File: src/rtl/clk_level_match.sv
module clk_level_match #(
  parameter int W     = 32,
  parameter int DEPTH = 32
) (
  input  logic                                 clk,
  input  logic                                 rst_n,
  input  logic                                 wr_en,
  input  logic [(DEPTH>1?$clog2(DEPTH):1)-1:0] wr_addr,
  input  logic [W-1:0]                         wr_data,
  input  logic                                 start,
  input  logic [W-1:0]                         req_freq,
  input  logic                                 exact,
  output logic                                 busy,
  output logic                                 done,
  output logic                                 ok,
  output logic [(DEPTH>1?$clog2(DEPTH):1)-1:0] match_idx,
  output logic [W-1:0]                         match_freq
);
  localparam int N  = W + 1;
  localparam int IW = DEPTH > 1 ? $clog2(DEPTH) : 1;
  localparam int CW = $clog2(N + 1);

  typedef enum logic [2:0] {S_IDLE, S_CHECK, S_DIV1, S_DIV2, S_EVAL} st_t;
  st_t st;

  logic [W-1:0]  tbl [DEPTH];
  logic [IW:0]   idx;
  logic [W-1:0]  req_q, best_err, best_f;
  logic [IW-1:0] best_idx;
  logic          exact_q, found;
  logic [N-1:0]  dvd, dvs, rem;
  logic [CW-1:0] cnt;

  wire [IW-1:0] ia  = (idx < (IW+1)'(DEPTH)) ? idx[IW-1:0] : '0;
  wire [W-1:0]  cur = tbl[ia];
  wire [W-1:0]  prv = tbl[(ia == '0) ? ia : ia - 1'b1];
  wire          stop = (idx == (IW+1)'(DEPTH)) || (cur == '0) || (idx != '0 && cur == prv);

  wire [N:0]    sh = {rem, dvd[N-1]};
  wire [N:0]    tr = sh - {1'b0, dvs};
  wire          ge = ~tr[N];
  wire [N-1:0]  qn = {dvd[N-2:0], ge};
  wire [N-1:0]  rn = ge ? tr[N-1:0] : sh[N-1:0];
  wire          last = (cnt == CW'(N - 1));
  wire [W-1:0]  err = req_q - dvd[W-1:0];

  assign busy = (st != S_IDLE);

  always_ff @(posedge clk or negedge rst_n) begin
    if (!rst_n) begin
      for (int i = 0; i < DEPTH; i++) tbl[i] <= '0;
    end else if (wr_en && st == S_IDLE && int'(wr_addr) < DEPTH) begin
      tbl[wr_addr] <= wr_data;
    end
  end

  always_ff @(posedge clk or negedge rst_n) begin
    if (!rst_n) begin
      st <= S_IDLE; idx <= '0; req_q <= '0; exact_q <= 1'b0;
      best_err <= '0; best_f <= '0; best_idx <= '0; found <= 1'b0;
      dvd <= '0; dvs <= '0; rem <= '0; cnt <= '0;
      done <= 1'b0; ok <= 1'b0; match_idx <= '0; match_freq <= '0;
    end else begin
      done <= 1'b0;
      case (st)
        S_IDLE: if (start) begin
          if (req_freq == '0) begin
            done <= 1'b1; ok <= 1'b0; match_idx <= '0; match_freq <= '0;
          end else begin
            req_q <= req_freq; exact_q <= exact; idx <= '0;
            best_err <= '1; found <= 1'b0; st <= S_CHECK;
          end
        end
        S_CHECK: if (stop) begin
          done       <= 1'b1;
          ok         <= found && !exact_q;
          match_idx  <= (found && !exact_q) ? best_idx : '0;
          match_freq <= (found && !exact_q) ? best_f : '0;
          st         <= S_IDLE;
        end else begin
          dvd <= N'(cur) + N'(req_q) - 1'b1;
          dvs <= N'(req_q);
          rem <= '0; cnt <= '0; st <= S_DIV1;
        end
        S_DIV1: begin
          rem <= rn; dvd <= qn; cnt <= cnt + 1'b1;
          if (last) begin
            dvd <= N'(cur); dvs <= qn; rem <= '0; cnt <= '0; st <= S_DIV2;
          end
        end
        S_DIV2: begin
          rem <= rn; dvd <= qn; cnt <= cnt + 1'b1;
          if (last) st <= S_EVAL;
        end
        S_EVAL: begin
          if (err < best_err) begin
            best_err <= err; best_idx <= ia; best_f <= cur; found <= 1'b1;
          end
          if (err == '0) begin
            done <= 1'b1; ok <= 1'b1; match_idx <= ia; match_freq <= cur;
            st <= S_IDLE;
          end else begin
            idx <= idx + 1'b1; st <= S_CHECK;
          end
        end
        default: st <= S_IDLE;
      endcase
    end
  end
endmodule

File: config.mk
export PLATFORM = sky130hd
export DESIGN_NAME = clk_level_match
export DESIGN_NICKNAME = d
export VERILOG_FILES = /design/src/rtl/clk_level_match.sv
export SDC_FILE = /design/constraint.sdc
export NUM_CORES = 2
export LEC_CHECK = 0
export BUFFER_PORTS_ARGS = -buffer_cell sky130_fd_sc_hd__buf_4
export CAP_MARGIN = 10
export CORE_ASPECT_RATIO = 1.75
export CORE_MARGIN = 3
export CORE_UTILIZATION = 58
export DETAILED_ROUTE_END_ITERATION = 12
export PLACE_DENSITY = 0.77
export SLEW_MARGIN = 20
export SYNTH_ARGS = -nofsm -noshare
export SYNTH_HDL_FRONTEND = slang
export SYNTH_SLANG_ARGS = --single-unit
File: constraint.sdc
create_clock -name clk -period 5.5 [get_ports clk]
set_clock_uncertainty 0.15 [all_clocks]
set_input_delay 0 -clock clk [delete_from_list [all_inputs] [get_ports clk]]
set_output_delay 0 -clock clk [all_outputs]
set_load 0.03 [all_outputs]
### After elaboration in Yosys (flattened, before gate mapping)

Index checks and enable logic that the tools add are counted.

* $add $sub $neg: 7
* order comparisons: 6
* eq/ne operators: 17
* multiplexer cells: 65
* bitwise operators: 5
* reduce and logical (&&, ||, !) cells: 26

Operators by type and width (number)
* 1024-bit bitwise mux: 1
* 32-bit two-way mux: 13
* 32-bit binary-select mux with 5-bit select: 2
* 33-bit two-way mux: 7
* 33-bit case mux with 3 select lines: 2
* 32-bit demux with 5-bit select: 1
* 32-bit logical NOT: 3
* 32-bit case mux with 3 select lines: 1
* 33-bit case mux with 2 select lines: 1
* 32-bit case mux with 2 select lines: 1
* 5-bit two-way mux: 7
* 34-bit by 33-bit subtractor with 34-bit output: 1
* 32-bit by 32-bit adder with 33-bit output: 1
* 33-bit by 1-bit subtractor with 33-bit output, second input constant: 1
* 32-bit equality test: 1
* 32-bit less-than comparator: 1
* 32-bit subtractor: 1
* 6-bit two-way mux: 5
* 6-bit greater-or-equal comparator, second input constant: 3
* 2-bit != test, second input constant: 9
* 5-bit NOT with 6-bit output: 3
* 6-bit case mux with 3 select lines: 1
* 3-bit case mux with 5 select lines: 1
* 5-bit case mux with 3 select lines: 1
* other kinds (28): 58

* register bits after elaboration: 1280
* output and inout port bits: 40
* word-level logic and storage cells: 174

### Logic depth before layout (Yosys ltp)

* depth in word-level cells: 13
* mapped depth: 30
* depth with buffers taken out: 26

### Least setup slack after synthesis

No wires, ideal clock.

* kind: reg2reg
* start point: reg idx[0]
* end point: reg dvs[0]
* setup time: 127 ps
* arrival time: 5837 ps
* required time: 5223 ps
* setup slack: -615 ps
* cell stages (with the launch flop): 25
* buffers on the path: 9
* clock period less this slack: 6115 ps
* cells stage by stage: dfrtp_1 nor2b_1 buf_2 inv_2 clkbuf_1 clkbuf_1 clkbuf_1 ha_1 or4b_4 mux2_4 buf_6 buf_2 buf_1 mux4_2 a221oi_1 nand3_1 xor2_1 o2111ai_1 or4_1 o311a_1 buf_2 and2_4 nor2_4 buf_6 mux2_1

* word-level cells in the longest chain between the ends: 13
* elaborated cells on any way between the ends: 22
* those cells by class: 1 x add/sub; 1 x order compare; 3 x eq/ne; 8 x mux; 2 x bitwise; 7 x reduce/logical

Ends and longest elaborated chain
* start: declaration: line 27 `logic [IW:0] idx;`
* start signal: assignment: line 59 `st <= S_IDLE; idx <= '0; req_q <= '0; exact_q <= 1'b0;`
* start signal: assignment: line 70 `req_q <= req_freq; exact_q <= exact; idx <= '0;`
* start signal: assignment: line 103 `idx <= idx + 1'b1; st <= S_CHECK;`
* 6-bit less-than comparator: line 34 `wire [IW-1:0] ia = (idx < (IW+1)'(DEPTH)) ? idx[IW-1:0] : '0;`
* 5-bit two-way mux: line 34
* 5-bit by 1-bit subtractor with 5-bit output / 5-bit logical NOT (equally long branches): line 36 `wire [W-1:0] prv = tbl[(ia == '0) ? ia : ia - 1'b1];`
* 5-bit two-way mux: line 36
* 5-bit NOT with 6-bit output: line 36
* 32-bit binary-select mux with 5-bit select: line 36
* 32-bit two-way mux (2 in a row): line 36
* 32-bit equality test: line 37 `wire stop = (idx == (IW+1)'(DEPTH)) || (cur == '0) || (idx != '0 && cur == prv);`
* 1-bit logical AND: line 37
* 1-bit logical OR *: line 37
* 2-bit != test (no source line) *
* 3-bit AND reduction (no source line) *
* end signal: assignment: line 82 `dvs <= N'(req_q);`
* end: declaration: line 31 `logic [N-1:0] dvd, dvs, rem;`

Every way passes the cells marked *; elsewhere a longest branch is shown, timed or not. The select of a mux whose other input is x is not followed.
A chain may end at the register's enable or synchronous reset.

### Worst setup path in the final report

* start point: reg idx[1]
* end point: reg dvd[30]

* word-level cells in the longest chain between the ends: 13
* elaborated cells on any way between the ends: 27
* those cells by class: 3 x add/sub; 1 x order compare; 3 x eq/ne; 11 x mux; 2 x bitwise; 7 x reduce/logical

Ends and longest elaborated chain
* branches (longest 13 deep; another with 32-bit by 32-bit adder with 33-bit output)
* end signal: assignment: line 81 `dvd <= N'(cur) + N'(req_q) - 1'b1;`
* end signal: assignment: line 86 `rem <= rn; dvd <= qn; cnt <= cnt + 1'b1;`
* end signal: assignment: line 92 `rem <= rn; dvd <= qn; cnt <= cnt + 1'b1;`
* end: declaration: line 31

Several ways; the timed one is not identified. The select of a mux whose other input is x is not followed.

==> impl_metrics.sql <==
INSERT INTO impl_metrics (metric_group, metric, value, unit) VALUES
('place', 'post-place-cells', '9222', ''),
('global_routing', 'grt_util_met3', '17.6', '%'),
('global_routing', 'antenna_violations_before_repair', '25', ''),
('synth', 'synth_compound_area_share', '13.0', '%'),
('global_routing', 'track_usage', '49.5', '%'),
('synth', 'synth_xor_xnor_area_share', '1.20', '%'),
('worst_setup_path', 'path_max_fanout', '8', ''),
('timing', 'worst_slack', '-0.589', 'ns'),
('global_routing', 'most_used_routing_layer', 'met2', ''),
('global_routing', 'globalRouteMet1Util', '51.1', '%'),
('layout', 'final.fill_count', '8790', ''),
('clock_network', 'insertion_delay', '0.84', 'ns'),
('drt', 'wire_per_inst', '34.7', 'um'),
('synth', 'post_synth.cell_area_avg', '10.4', 'um^2'),
('pwr', 'power.density', '641', 'nW/um^2'),
('worst_setup_path', 'setup.reg_to_reg.worst_slack', '-0.59', 'ns'),
('layout', 'final_cells', '9738', ''),
('worst_setup_path', 'worst_ep_arrival_time', '6.65', 'ns'),
('worst_hold_path', 'hold_path.class', 'in -> reg', ''),
('worst_setup_path', 'setup.worst_path.end', 'dvd[30]', ''),
('synth', 'synth_simple_gate_area_share', '10.5', '%'),
('layout', 'share_of_post_route_cells_with_drive_strength_above_1', '37.2', '%'),
('drt', 'vias_per_cell', '7.26', ''),
('synth', 'netlist_top_cells_count', 'sky130_fd_sc_hd__dfrtp_1, sky130_fd_sc_hd__mux2_2, sky130_fd_sc_hd__nand2_1', ''),
('synth', 'ys_types', '98', ''),
('worst_setup_path', 'data_required_time_at_the_worst_endpoint', '6.06', 'ns'),
('place', 'numPortBuffers', '113', ''),
('worst_setup_path', 'worstSetupPathDepth', '28', ''),
('timing', 'finalSetupViolations', '215', ''),
('synth', 'synth_enable_flop_cells', '0', ''),
('worst_setup_path', 'critical_path.most_common_cell', 'sky130_fd_sc_hd__buf_4', ''),
('floorplanning', 'placeableCoreArea', '127000', 'um^2'),
('clock_network', 'clk_root_buffer_cell', 'sky130_fd_sc_hd__clkbuf_16', ''),
('pwr', 'ir_drop', '603', 'uV'),
('timing', 'tightest_slew', '1.28', 'ns'),
('floorplanning', 'dieArea', '133000', 'um^2'),
('status', 'failed_checks', 'setup timing', ''),
('global_routing', 'grt_max_degree', '196', ''),
('clock_network', 'clock_sinks', '1280', ''),
('floorplanning', 'initial_utilization', '58.6', '%'),
('worst_setup_path', 'worstReg2RegEnd', 'dvd[30]', ''),
('drt', 'postRouteAntennaNets', '0', ''),
('clock_network', 'tritoncts.num_buffers', '120', ''),
('worst_setup_path', 'crit_type', 'reg -> reg', ''),
('layout', 'layout-area-overhead-vs-synth', '25.1', '%'),
('floorplanning', 'top_level_ports', '114', ''),
('timing', 'finalMaxSlewViolations', '0', ''),
('clock_network', 'cts_max_path_buffers', '3', ''),
('drt', 'detailedRoute.firstPassIterationCount', '12', ''),
('global_routing', 'globalRouteOverflowTotal', '0', ''),
('global_routing', 'grt_pass1_vias', '70700', ''),
('worst_setup_path', 'worstPathBufferInverterCount', '7', ''),
('layout', 'final_cell_area', '93300', 'um^2'),
('synth', 'synth_area_leaders', 'sky130_fd_sc_hd__dfrtp_1, sky130_fd_sc_hd__mux2_2, sky130_fd_sc_hd__nand2_1', ''),
('floorplanning', 'row_count', '173', ''),
('synth', 'synth_seq_area_share', '43.0', '%'),
('synth', 'async_flop_share', '100', '%'),
('drt', 'drc', '0', ''),
('worst_setup_path', 'cpMaxStageDelayCell', 'sky130_fd_sc_hd__a211oi_1', ''),
('timing', 'finalWorstPathRequiredPeriod', '6.09', 'ns'),
('drt', 'vias', '70700', ''),
('timing', 'fin_crit_sh', '111', '%'),
('drt', 'wl', '338', 'mm'),
('global_routing', 'grt_use_met2', '74.8', '%'),
('synth', 'yosysWarnings', '0', ''),
('place', 'place.gp.congestion', '1.03', ''),
('status', 'outcome', 'complete, but fails checks', ''),
('pwr', 'power_leakage', '43.7', 'nW'),
('worst_setup_path', 'crit_path_start_kind', 'register', ''),
('synth', 'post-synth-top-area-fraction', '43.0', '%'),
('job', 'maxCapViolCount', '0', '');
==> tightest hold or removal path, stage by stage <==
cell	delay (ns)
sky130_fd_sc_hd__dlygate4sd3_1	0.52
sky130_fd_sc_hd__buf_4	0.13
sky130_fd_sc_hd__nand2_1	0.15
sky130_fd_sc_hd__o21ai_0	0.13
==> cells in the final DEF, fill, tap and decap left out, types with 29 or more instances in the layout <==
cell	netlist	final
sky130_fd_sc_hd__mux2_2	1093	1091
sky130_fd_sc_hd__buf_12	0	117
sky130_fd_sc_hd__mux4_2	130	130
sky130_fd_sc_hd__nand4_1	54	54
sky130_fd_sc_hd__xor2_1	36	34
sky130_fd_sc_hd__a221oi_1	99	82
sky130_fd_sc_hd__nor2_4	3	35
sky130_fd_sc_hd__a31oi_1	120	110
sky130_fd_sc_hd__o21ai_1	13	58
sky130_fd_sc_hd__and3_1	71	65
sky130_fd_sc_hd__mux2i_1	317	313
sky130_fd_sc_hd__inv_1	259	249
sky130_fd_sc_hd__xnor2_1	66	63
sky130_fd_sc_hd__o221ai_1	40	39
sky130_fd_sc_hd__a21oi_1	293	259
sky130_fd_sc_hd__o22ai_1	72	69
sky130_fd_sc_hd__ha_1	162	141
sky130_fd_sc_hd__a211oi_1	108	92
sky130_fd_sc_hd__a21oi_2	0	29
sky130_fd_sc_hd__clkbuf_1	362	30
sky130_fd_sc_hd__nor2_1	234	193
sky130_fd_sc_hd__buf_4	18	912
sky130_fd_sc_hd__nor3_1	68	52
sky130_fd_sc_hd__a22oi_1	74	67
sky130_fd_sc_hd__clkbuf_16	0	127
sky130_fd_sc_hd__nand2_1	869	811
sky130_fd_sc_hd__nand3_1	254	242
sky130_fd_sc_hd__a21o_1	40	40
sky130_fd_sc_hd__o21ai_2	2	32
sky130_fd_sc_hd__clkbuf_8	0	29
sky130_fd_sc_hd__o21ai_0	322	242
sky130_fd_sc_hd__dfrtp_1	1280	1275
sky130_fd_sc_hd__nand2_2	0	37
sky130_fd_sc_hd__buf_6	9	68
sky130_fd_sc_hd__dlygate4sd3_1	0	128
==> registers in the layout (all words and copies together), names as in the netlist, 3 cells and up <==
register    cells
tbl          1024
dvd            33
dvs            33
rem            33
best_err       32
best_f         32
match_freq     32
req_q          32
cnt             6
idx             6
best_idx        5
match_idx       5
st              3
==> power by group <==
group	leakage, nW	internal (W)	switching (W)
Combinational	24.3	0.0160	0.0229
Clock	2.05	0.00506	0.00402
Sequential	17.3	0.0107	0.00111
==> cell type report <==
cell class              instances  area (um^2)  share of cell area (%)
repair buffers               1276        12400                    13.3
clock inverters                42          658                   0.706
flip-flops and latches       1280        32000                    34.4
inverters                     262          995                    1.07
clock buffers                 180         3540                    3.79
multi-input cells            5017        41500                    44.5
diodes                         19         47.5                  0.0510
well taps                    1662         2080                    2.23
==> what timing repair did <==
item | CTS | global route
pin swaps | 110 | 132
gates cloned | 30 | 5
hold endpoints to repair | 2154 | 0
setup buffers | 89 | 47
endpoints found under the setup margin | 215 | 215
hold buffers | 129 | 0
resized for setup | 385 | 278
==> metrics by stage <==
step	hold slack (ns)	util (%)	total power (W)	setup TNS, ns	worst slack, ns
final	0.0296	73.3	0.0598	-86.98	-0.589
after global routing	0.00755	73.3	0.0615	-99.74	-0.720
after CTS	0.00181	72.2	0.0562	-38.76	-0.407
after detailed placement	-0.115	65.4	0.0437	-185.67	-1.20
after global placement	-0.122	65.4	0.0432	-171.78	-1.16
after floorplan	-0.446	-	0.0290	-0.0249	-0.0217
==> how the worst min path moves through the flow <==
stage	start	end	slack [ns]	cells after the start
floorplan	rst_n	best_err[0]	-0.45	0
global placement	rst_n	best_err[9]	-0.12	1
detailed placement	rst_n	best_err[14]	-0.12	1
CTS	req_freq[4]	req_q[4]	0.002	4
global route	req_freq[4]	req_q[4]	0.008	4
finish	req_freq[4]	req_q[4]	0.03	4
==> metal layers <==
metal / up-vias / wire, um / part of all wire (%)
met5: - / 119 / 0.035
met1: 34400 / 103000 / 30
met4: 12 / 46700 / 14
met3: 2540 / 41700 / 12
li1: 27800 / - / -
met2: 5859 / 147000 / 43
==> cell families (layout without fill, tap and decap cells) <==
group | Yosys count | count (layout)
other | 0 | 19
buffers and inverters | 858 | 1760
flip-flops | 1280 | 1280
XOR/XNOR | 102 | 102
adder cells (fa/ha/maj) | 165 | 165
AND/OR/NAND/NOR | 1738 | 1738
multiplexers | 1545 | 1546
AO/OA/AOI/OAI | 1466 | 1466
Note: power is estimated with default switching activity, not from simulation.
